**config.mk**
```make
export PLATFORM = sky130hd
export DESIGN_NAME = burst_addr_gen
export DESIGN_NICKNAME = d
export VERILOG_FILES = /design/src/rtl/burst_pkg.sv /design/src/rtl/burst_start_arb.sv /design/src/rtl/burst_base_reg.sv /design/src/rtl/burst_beat_ctr.sv /design/src/rtl/burst_beat_map.sv /design/src/rtl/burst_addr_gen.sv
export SDC_FILE = /design/constraint.sdc
export NUM_CORES = 1
export LEC_CHECK = 0
export BUFFER_PORTS_ARGS = -buffer_cell sky130_fd_sc_hd__buf_2
export CORE_MARGIN = 2
export CORE_UTILIZATION = 30
export DETAILED_ROUTE_END_ITERATION = 8
export PLACE_DENSITY_LB_ADDON = 0.25
export RECOVER_POWER = 50
export SLEW_MARGIN = 25
export SYNTH_ARGS = -nofsm -noshare
export SYNTH_HDL_FRONTEND = slang
export SYNTH_SLANG_ARGS = --single-unit
```
**constraint.sdc**
```tcl
create_clock -name clk -period 0.95 [get_ports clk]
set_input_delay 0.0475 -clock clk [delete_from_list [all_inputs] [get_ports clk]]
set_output_delay 0.0475 -clock clk [all_outputs]
set_load 0.02 [all_outputs]
```
**src/rtl/burst_pkg.sv**
```systemverilog
package burst_pkg;
   typedef enum logic {
      ORD_LINEAR     = 1'b0,
      ORD_INTERLEAVE = 1'b1
   } burst_order_e;
endpackage

```
**src/rtl/burst_start_arb.sv**
```systemverilog
// Merges the two active-low start strobes into one load request.
// The processor strobe is tested first.
module burst_start_arb (
   input  logic start_proc_n,
   input  logic start_ctrl_n,
   output logic load
);
   always_comb begin
      if (!start_proc_n)      load = 1'b1;
      else if (!start_ctrl_n) load = 1'b1;
      else                    load = 1'b0;
   end
endmodule

```
**src/rtl/burst_base_reg.sv**
```systemverilog
module burst_base_reg #(
   parameter int ADDR_W = 21
) (
   input  logic              clk,
   input  logic              rst_n,
   input  logic              load,
   input  logic [ADDR_W-1:0] addr_in,
   output logic [ADDR_W-1:0] base
);
   always_ff @(posedge clk or negedge rst_n) begin
      if (!rst_n)    base <= '0;
      else if (load) base <= addr_in;
   end
endmodule

```
**src/rtl/burst_beat_ctr.sv**
```systemverilog
// A load clears the counter and takes priority over an advance.
module burst_beat_ctr #(
   parameter int BEAT_W = 2
) (
   input  logic              clk,
   input  logic              rst_n,
   input  logic              load,
   input  logic              step,
   output logic [BEAT_W-1:0] cnt
);
   localparam logic [BEAT_W-1:0] ONE = BEAT_W'(1);

   always_ff @(posedge clk or negedge rst_n) begin
      if (!rst_n)      cnt <= '0;
      else if (load)   cnt <= '0;
      else if (step)   cnt <= cnt + ONE;
   end
endmodule

```
**src/rtl/burst_beat_map.sv**
```systemverilog
// Turns the captured low bits and the beat count into the low address bits
// for either burst order.
module burst_beat_map
   import burst_pkg::*;
#(
   parameter int BEAT_W = 2
) (
   input  logic [BEAT_W-1:0] start_lo,
   input  logic [BEAT_W-1:0] cnt,
   input  burst_order_e      order,
   output logic [BEAT_W-1:0] lo
);
   logic [BEAT_W-1:0] lin_lo;
   logic [BEAT_W-1:0] il_lo;

   assign lin_lo = start_lo + cnt;

   for (genvar b = 0; b < BEAT_W; b++) begin : g_il_bit
      assign il_lo[b] = start_lo[b] ^ cnt[b];
   end

   always_comb begin
      unique case (order)
         ORD_INTERLEAVE: lo = il_lo;
         default:        lo = lin_lo;
      endcase
   end
endmodule

```
**src/rtl/burst_addr_gen.sv**
```systemverilog
module burst_addr_gen
   import burst_pkg::*;
#(
   parameter int ADDR_W = 21,
   parameter int BEAT_W = 2
) (
   input  logic              clk,
   input  logic              rst_n,
   input  logic [ADDR_W-1:0] addr_in,
   input  logic              start_proc_n,
   input  logic              start_ctrl_n,
   input  logic              advance_n,
   input  logic              order_il,
   output logic [ADDR_W-1:0] addr_out,
   output logic [BEAT_W-1:0] beat
);
   localparam int HI_W = ADDR_W - BEAT_W;

   if (BEAT_W < 1) begin : g_bad_beat
      $error("BEAT_W must be at least 1");
   end
   if (HI_W < 1) begin : g_bad_addr
      $error("ADDR_W must exceed BEAT_W");
   end

   logic              load;
   logic [ADDR_W-1:0] base;
   logic [BEAT_W-1:0] cnt;
   logic [BEAT_W-1:0] lo;
   burst_order_e      order;

   assign order = burst_order_e'(order_il);

   burst_start_arb u_arb (
      .start_proc_n (start_proc_n),
      .start_ctrl_n (start_ctrl_n),
      .load         (load)
   );

   burst_base_reg #(.ADDR_W(ADDR_W)) u_base (
      .clk     (clk),
      .rst_n   (rst_n),
      .load    (load),
      .addr_in (addr_in),
      .base    (base)
   );

   burst_beat_ctr #(.BEAT_W(BEAT_W)) u_ctr (
      .clk   (clk),
      .rst_n (rst_n),
      .load  (load),
      .step  (!advance_n),
      .cnt   (cnt)
   );

   burst_beat_map #(.BEAT_W(BEAT_W)) u_map (
      .start_lo (base[BEAT_W-1:0]),
      .cnt      (cnt),
      .order    (order),
      .lo       (lo)
   );

   assign addr_out = {base[ADDR_W-1:BEAT_W], lo};
   assign beat     = cnt;
endmodule

```
Word-level counts from Yosys, hierarchy flattened:

Cells that the tools add are included.

* word-level logic and storage cells: 12
* input bits: 27
* output and inout bits: 23
* register bits: 23

* $add $sub $neg: 2
* equality and inequality tests: 1
* bitwise gates (word level): 2
* mux-type cells: 5

Operators with widths (count)
* $mux W2: 3
* $add A2 B1 Y2 const B: 1
* $add A2 B2 Y2: 1
* $mux W1: 2
* $ne A2 B1 Y1 const B: 1
* $xor A1 B1 Y1: 2

Logic depth before layout (Yosys ltp):

Gate-level depths: netlist of run 1.

* depth after elaboration: 3
* mapped depth: 3
* mapped depth without buffers: 3

Hierarchy:

From an unflattened synthesis of run 1, not the netlist that was laid out.

* cells, all modules: 57
* area total of the unflattened synthesis: 992.2 um^2

By module, submodules not included
* burst_base_reg: sequential area each 525.5 um^2, area each 859.6 um^2, instances 1, cells each 44
* burst_beat_ctr: sequential area each 50.0 um^2, area each 88.8 um^2, instances 1, cells each 7
* burst_beat_map: sequential area each 0.0 um^2, area each 36.3 um^2, instances 1, cells each 4
* burst_addr_gen: sequential area each 0.0 um^2, area each 3.8 um^2, instances 1, cells each 1
* burst_start_arb: sequential area each 0.0 um^2, area each 3.8 um^2, instances 1, cells each 1

Worst setup path after synthesis of run 1:

Ideal clock, no wire load.

* path type: flip-flop to output port
* from: register u_ctr.cnt[0]
* to: output addr_out[1]
* buffers on the path: 0
* cell stages (with the launch flop): 4
* data required time: 0.902 ns
* setup slack: -0.273 ns
* arrival time: 1.175 ns
* path through: dfrtp_1 -> ha_1 -> nor2b_1 -> xnor2_1

* cells in the longest elaborated chain, start to end: 2

RTL lines
* start: declaration: line burst_beat_ctr.sv:9 `output logic [BEAT_W-1:0] cnt`
* start signal: assignment: line burst_beat_ctr.sv:16 `else if (step) cnt <= cnt + ONE;`
* $add A2 B2 Y2: line burst_beat_map.sv:16 `assign lin_lo = start_lo + cnt;`
* $mux W2: line burst_beat_map.sv:23 `unique case (order)`
* end: declaration: line burst_addr_gen.sv:14 `output logic [ADDR_W-1:0] addr_out,`

No other way between the ends.

Worst setup path after layout of run 1:

* from: register u_base.base[0]
* to: output addr_out[1]

* cells in the longest elaborated chain, start to end: 2

RTL lines
* start: declaration: line burst_base_reg.sv:8 `output logic [ADDR_W-1:0] base`
* start signal: assignment: line burst_base_reg.sv:12 `else if (load) base <= addr_in;`
* $add A2 B2 Y2: line burst_beat_map.sv:16
* $mux W2: line burst_beat_map.sv:23

No other way between the ends.

==> run_results.csv, run 1 <==
group,metric,value,unit
global_route,grt_most_used_layer,"met2",
setup_path,startpoint,"u_base.base[0]",
clock_network,clock_path_buffers,2,
routing,drcViolationCount,0,
sta,period_minus_slack,1.313,ns
placed_design,place.gp.congestion,0.6004,
power,power_frac_seq,49.1,%
clock_network,path_clk_slew,0.08,ns
cells_and_area,nets,154,
run_status,violations,"hold timing, setup timing",
yosys,netlist_instances,76,
global_route,grt_max_degree,13,
global_route,use_met3,2.055,%
sta,final-hold-violation-count,1,
sta,finalCritPeriodShare,138.2,%
clock_network,cts_max_level,1,
routing,first_pass_iters,3,
sta,holdWs,-0.0003153,ns
floorplan,initial_core_util,30.85,%
floorplan,pin_count,50,
cells_and_area,areaGrowthSynthToFinish,38.73,%
floorplan,core,0.003633,sq mm
setup_path,worstSetupEndpointType,"primary output",
job,maxCapViolCount,0,
sta,grt_setup_unrepaired,"true",
sta,setup-violations-final,7,
cells_and_area,diodes,0,
yosys,yosysUniqueCellTypes,12,
yosys,ys_warn_count,0,
power,p_per_area,1442,mW/mm^2
routing,drt_iter0_drc,7,
global_route,grt_pass1_wl,3.284,mm
cells_and_area,final_cell_mix,"44 x buf_2, 22 x dfrtp_1, 12 x mux2_4",
yosys,syn-num-nets,104,
yosys,ys_seq_elements,23,
run_status,outcome,"finished, violations left",
setup_path,critical_path_required,0.90,ns
global_route,groute.usage.overall,10.19,%
routing,vias,698,
placed_design,portBuffers,49,
yosys,syn_area_per_cell,14.75,sq um
sta,slew_violations,0,
global_route,use_met1,11.17,%
setup_path,crit_end,"addr_out[1]",
clock_network,cts_sinks,23,
floorplan,die_x,65.13,microns
sta,fmax,761.8,MHz
floorplan,die_y,65.13,microns
yosys,ys_seq_area_share,51.34,%
sta,slew_headroom,57.13,%
hold_path,worstHoldPathType,"in -> reg",
power,p_switching,592.5,uW
setup_path,rr_startpoint,"u_ctr.cnt[0]",
setup_path,crit_type,"reg -> out",
power,combPwrFrac,24.1,%
setup_path,arrival,1.27,ns
clock_network,numCtsBuffers,3,
power,ir_worst_vdd,0.4943,mV
floorplan,die_area,0.004242,sq mm
global_route,groute.layer.met2.usage,19.20,%
placed_design,dp_hpwl,1.491,mm
cells_and_area,final_common_cell,"buf_2",
power,p_sw_share,26.42,%
routing,drtAntennaViolNets,0,
sta,fin_worst_skew,0.0009976,ns
power,p_clk_share,26.9,%
sta,fin_ws,-0.3626,ns
power,leakagePower,0.7751,nW
routing,wl_per_cell,11.62,microns
setup_path,cp-start-kind,"flop",
clock_network,cts_tree,"built",
routing,totalWireLength,2.011,mm
placed_design,post-place-ws,-0.1002,ns
routing,vias_per_cell,4.035,
cells_and_area,nFillCells,365,
global_route,antenna_found_initial,0,
floorplan,fp-row-count,22,
global_route,gr-total-overflow,0,
setup_path,reg2reg_depth,6,
cells_and_area,drive_above_1_share,69.60,%
placed_design,dp.cells,158,
cells_and_area,instances_no_fill,173,
clock_network,cts_root_buf,"clkbuf_8",
setup_path,r2r-end,"u_ctr.cnt[1]",
power,p_int,1.650,mW
yosys,netlist_area,0.001121,sq mm
setup_path,reg2reg_slack,-0.28,ns
setup_path,cp_max_fo,2,
global_route,grt_pass1_vias,731,
sta,tightest_slew,0.6430,ns
clock_network,clk_latency,0.26,ns
==> state kept, by name (all words and copies together) (netlist names) <==
name         count
u_ctr.cnt        2
u_base.base     21
==> worst min path at each step <==
stage,cells after the start,slack [ns],endpoint,start
global route,2,-0.008,u_base.base[5],addr_in[5]
global placement,1,-0.06,u_base.base[9],rst_n
finish,2,-0.0003,u_base.base[5],addr_in[5]
CTS,2,0.0002,u_base.base[19],addr_in[19]
floorplan,0,-0.25,u_base.base[0],rst_n
detailed placement,1,-0.06,u_base.base[4],rst_n
==> synth_stat cells <==
cell | count | share of area [%]
buf_4 | 19 | 13
buf_6 | 2 | 2.0
clkbuf_1 | 1 | 0.33
dfrtp_1 | 23 | 51
ha_1 | 1 | 1.1
mux2_2 | 3 | 3.0
mux2_4 | 18 | 24
nand2_2 | 1 | 0.56
nor2_1 | 1 | 0.33
nor2b_1 | 3 | 1.7
nor3_1 | 1 | 0.45
xnor2_1 | 3 | 2.3
==> cells by family (layout without fill, tap and decap cells) <==
logic type	count (synthesis)	after routing	synth area share, %
simple gates	6	6	3.013
fa+ha+maj	1	1	1.116
xor+xnor	3	3	2.344
flops	23	23	51.34
buf+inv	22	71	15.07
mux	21	21	27.12
==> layout make-up <==
type,count,area [sq um],share of cell area [%]
sequential,23,576.8,37.09
timing repair buffer,67,460.4,29.61
multi-input combinational,31,412.9,26.55
tap,48,60.06,3.862
clock buffer,4,45.04,2.896
==> routing by layer <==
layer | vias up | share of wire, %
li1 | 326 | -
met1 | 345 | 38
met2 | 27 | 55
met3 | 0 | 6.6
met4 | 0 | 0
met5 | - | 0
==> power groups by stage <==
stage | Clock, mW | Combinational (mW) | Sequential, mW
floorplan | 0 | 0.397 | 1.12
global placement | 0 | 0.490 | 1.12
detailed placement | 0 | 0.496 | 1.12
CTS | 0.657 | 0.557 | 1.10
global route | 0.682 | 0.578 | 1.11
finish | 0.603 | 0.540 | 1.10
==> worst max-delay path: stages, from the launching register on <==
cell and delay [ns]:
dfrtp_1 0.42, ha_4 0.17, nor2b_4 0.13, xnor2_4 0.15, buf_6 0.13
==> stage by stage <==
step	cell area (sq um)	util [%]	total power, mW	hold slack, ns	setup TNS (ns)
6_report	1555	42.80	2.243	-0.0003153	-1.543
2_1_floorplan	1170	-	1.513	-0.2481	-0.06328
5_1_grt	1555	42.80	2.372	-0.008342	-3.085
3_5_place_dp	1383	38.05	1.616	-0.05834	-0.1796
4_1_cts	1544	42.49	2.317	0.0001617	-1.046
3_3_place_gp	1383	38.05	1.607	-0.06334	-0.1124
==> repair_timing <==
item,4_1_cts,5_1_grt
endpoints found under the hold margin,27,0
hold buffers,5,0
gates resized for setup,13,3
buffers inserted,4,3
pin swaps,4,5
setup endpoints to repair,6,7
(Power assumes the default switching activity.)
==> inputs of run 2 (changes only) <==
SETUP_SLACK_MARGIN = 0.3   (was unset)
clock period = 1.2 ns   (was 0.95 ns; I/O delays follow)
==> run 2 against run 1 <==
Global-route usage fell by 0.67 points; the run ends with setup timing left; clock power shrank 23%; total power down 22%; via count shrank 5.3%; hold slack improved by 0.014 ns; combinational power decreased by 26%; count of clock-buffer cells in the layout did not move; non-clock buffer count fell by 11; core utilization down 2.4 points; critical path depth is the same; flip-flop and latch count unchanged; worst setup slack improved by 0.26 ns.
==> run_results.csv, run 2 (synthesis results as in run 1) <==
group,metric,value,unit
placed_design,place.gp.congestion,0.5875,
floorplan,fp-row-count,22,
routing,drt_iter0_drc,6,
sta,final-hold-violation-count,0,
sta,fin_worst_skew,0.00007569,ns
power,p_per_area,1183,mW/mm^2
hold_path,worstHoldPathType,"in -> reg",
clock_network,path_clk_slew,0.08,ns
routing,first_pass_iters,3,
cells_and_area,final_cell_mix,"38 x buf_2, 22 x dfrtp_1, 12 x buf_6",
setup_path,cp-start-kind,"flop",
global_route,antenna_found_initial,0,
clock_network,cts_root_buf,"clkbuf_8",
cells_and_area,top_regs,"u_base.base: 21 flops, u_ctr.cnt: 2 flops",
global_route,gr-total-overflow,0,
setup_path,crit_type,"reg -> out",
floorplan,core,0.003633,sq mm
power,leakagePower,0.7164,nW
floorplan,die_area,0.004242,sq mm
sta,period_minus_slack,1.305,ns
run_status,violations,"setup timing",
sta,fmax,766.3,MHz
sta,slew_headroom,62.29,%
cells_and_area,areaGrowthSynthToFinish,31.03,%
routing,vias_per_cell,4.080,
setup_path,cp_max_fo,2,
setup_path,crit_path_top_delay_cell,"dfrtp_2",
clock_network,clk_latency,0.26,ns
setup_path,cp.buffers_inverters,1,
routing,totalWireLength,1.822,mm
sta,finalCritPeriodShare,108.7,%
placed_design,dp_hpwl,1.344,mm
placed_design,dp.cells,152,
routing,wl_per_cell,11.25,microns
cells_and_area,nets,143,
sta,slew_violations,0,
clock_network,cts_sinks,23,
floorplan,pin_count,50,
cells_and_area,diodes,0,
global_route,groute.usage.overall,9.517,%
clock_network,cts_max_level,1,
placed_design,portBuffers,49,
power,finalPower,1.738,mW
job,maxCapViolCount,0,
cells_and_area,largest_reg_flops,21,
setup_path,arrival,1.24,ns
floorplan,die_y,65.13,microns
placed_design,post-place-ws,0.1290,ns
sta,grt_setup_unrepaired,"true",
routing,vias,661,
setup_path,critical_path_required,1.14,ns
routing,drtAntennaViolNets,0,
global_route,grt_pass1_wl,3.049,mm
sta,fin_ws,-0.1049,ns
setup_path,cp_top_family,"flip-flops",
cells_and_area,nFillCells,387,
cells_and_area,instances_no_fill,162,
setup_path,path_cells,"ha_4, nor2b_4, xnor2_4, buf_6",
clock_network,numCtsBuffers,3,
sta,tightest_slew,0.5657,ns
routing,drcViolationCount,0,
cells_and_area,drive_above_1_share,69.30,%
global_route,grt_pass1_vias,705,
floorplan,initial_core_util,30.85,%
run_status,outcome,"finished, violations left",
power,ir_worst_vdd,0.4919,mV
clock_network,cts_tree,"built",
sta,setup-violations-final,1,
global_route,grt_max_degree,24,
clock_network,clock_path_buffers,2,
setup_path,critPathMaxStageDelay,0.44,ns
floorplan,die_x,65.13,microns
cells_and_area,final_common_cell,"buf_2",
cells_and_area,regMostFlops,"u_base.base",
setup_path,worstSetupEndpointType,"primary output",
run 2: metrics by stage:
stage	setup TNS (ns)	hold WS [ns]	utilization [%]	area, sq um
2_1_floorplan	0	-0.2356	-	1181
3_3_place_gp	0	0.05539	36.54	1328
4_1_cts	-0.1160	0.01879	40.05	1455
5_1_grt	-0.1481	0.008807	40.43	1469
6_report	-0.1049	0.01333	40.43	1469
3_5_place_dp	0	0.06490	36.54	1328
run 2: worst paths after layout:
path                                 start               to  slack [ns]  cells past startpoint
max                           u_ctr.cnt[0]      addr_out[1]       -0.10                      4
min                             addr_in[2]   u_base.base[2]        0.01                      2
max reg2reg                   u_ctr.cnt[0]     u_ctr.cnt[1]        0.10                      5
min reg2reg                u_base.base[15]  u_base.base[15]        0.48                      1
max in group asynchronous            rst_n     u_ctr.cnt[0]        0.48                      2
min in group asynchronous            rst_n  u_base.base[14]        0.32                      2
run 2: power by group:
group,switching [mW],total (mW),leakage [nW],internal (mW)
clock network,0.229,0.465,0.0228,0.236
logic,0.184,0.398,0.423,0.215
registers,0.0382,0.875,0.271,0.837
total,0.451,1.74,0.716,1.29
run 2: layer usage:
metal | up-vias | GRT usage, % | share of wire [%]
met5 | - | 0 | 0
met4 | 0 | 3.906 | 0.22
met3 | 2 | 3.425 | 11
met2 | 34 | 15.46 | 45
met1 | 316 | 11.46 | 43
li1 | 309 | - | -
run 2: layout make-up:
| class | instances | area [sq um] | area share [%] |
|---|---|---|---|
| Clock buffer | 4 | 45.04 | 3.066 |
| Multi-Input combinational cell | 31 | 404.1 | 27.51 |
| Sequential cell | 23 | 576.8 | 39.27 |
| Tap cell | 48 | 60.06 | 4.089 |
| Timing Repair Buffer | 56 | 382.9 | 26.06 |
run 2: repair_timing:
action | 4_1_cts | 5_1_grt
resized for setup | 12 | 13
pin swaps | 3 | 1
hold buffers | 1 | 0
setup endpoints to repair | 6 | 14
buffers inserted | 4 | 1
endpoints found under the hold margin | 23 | 0
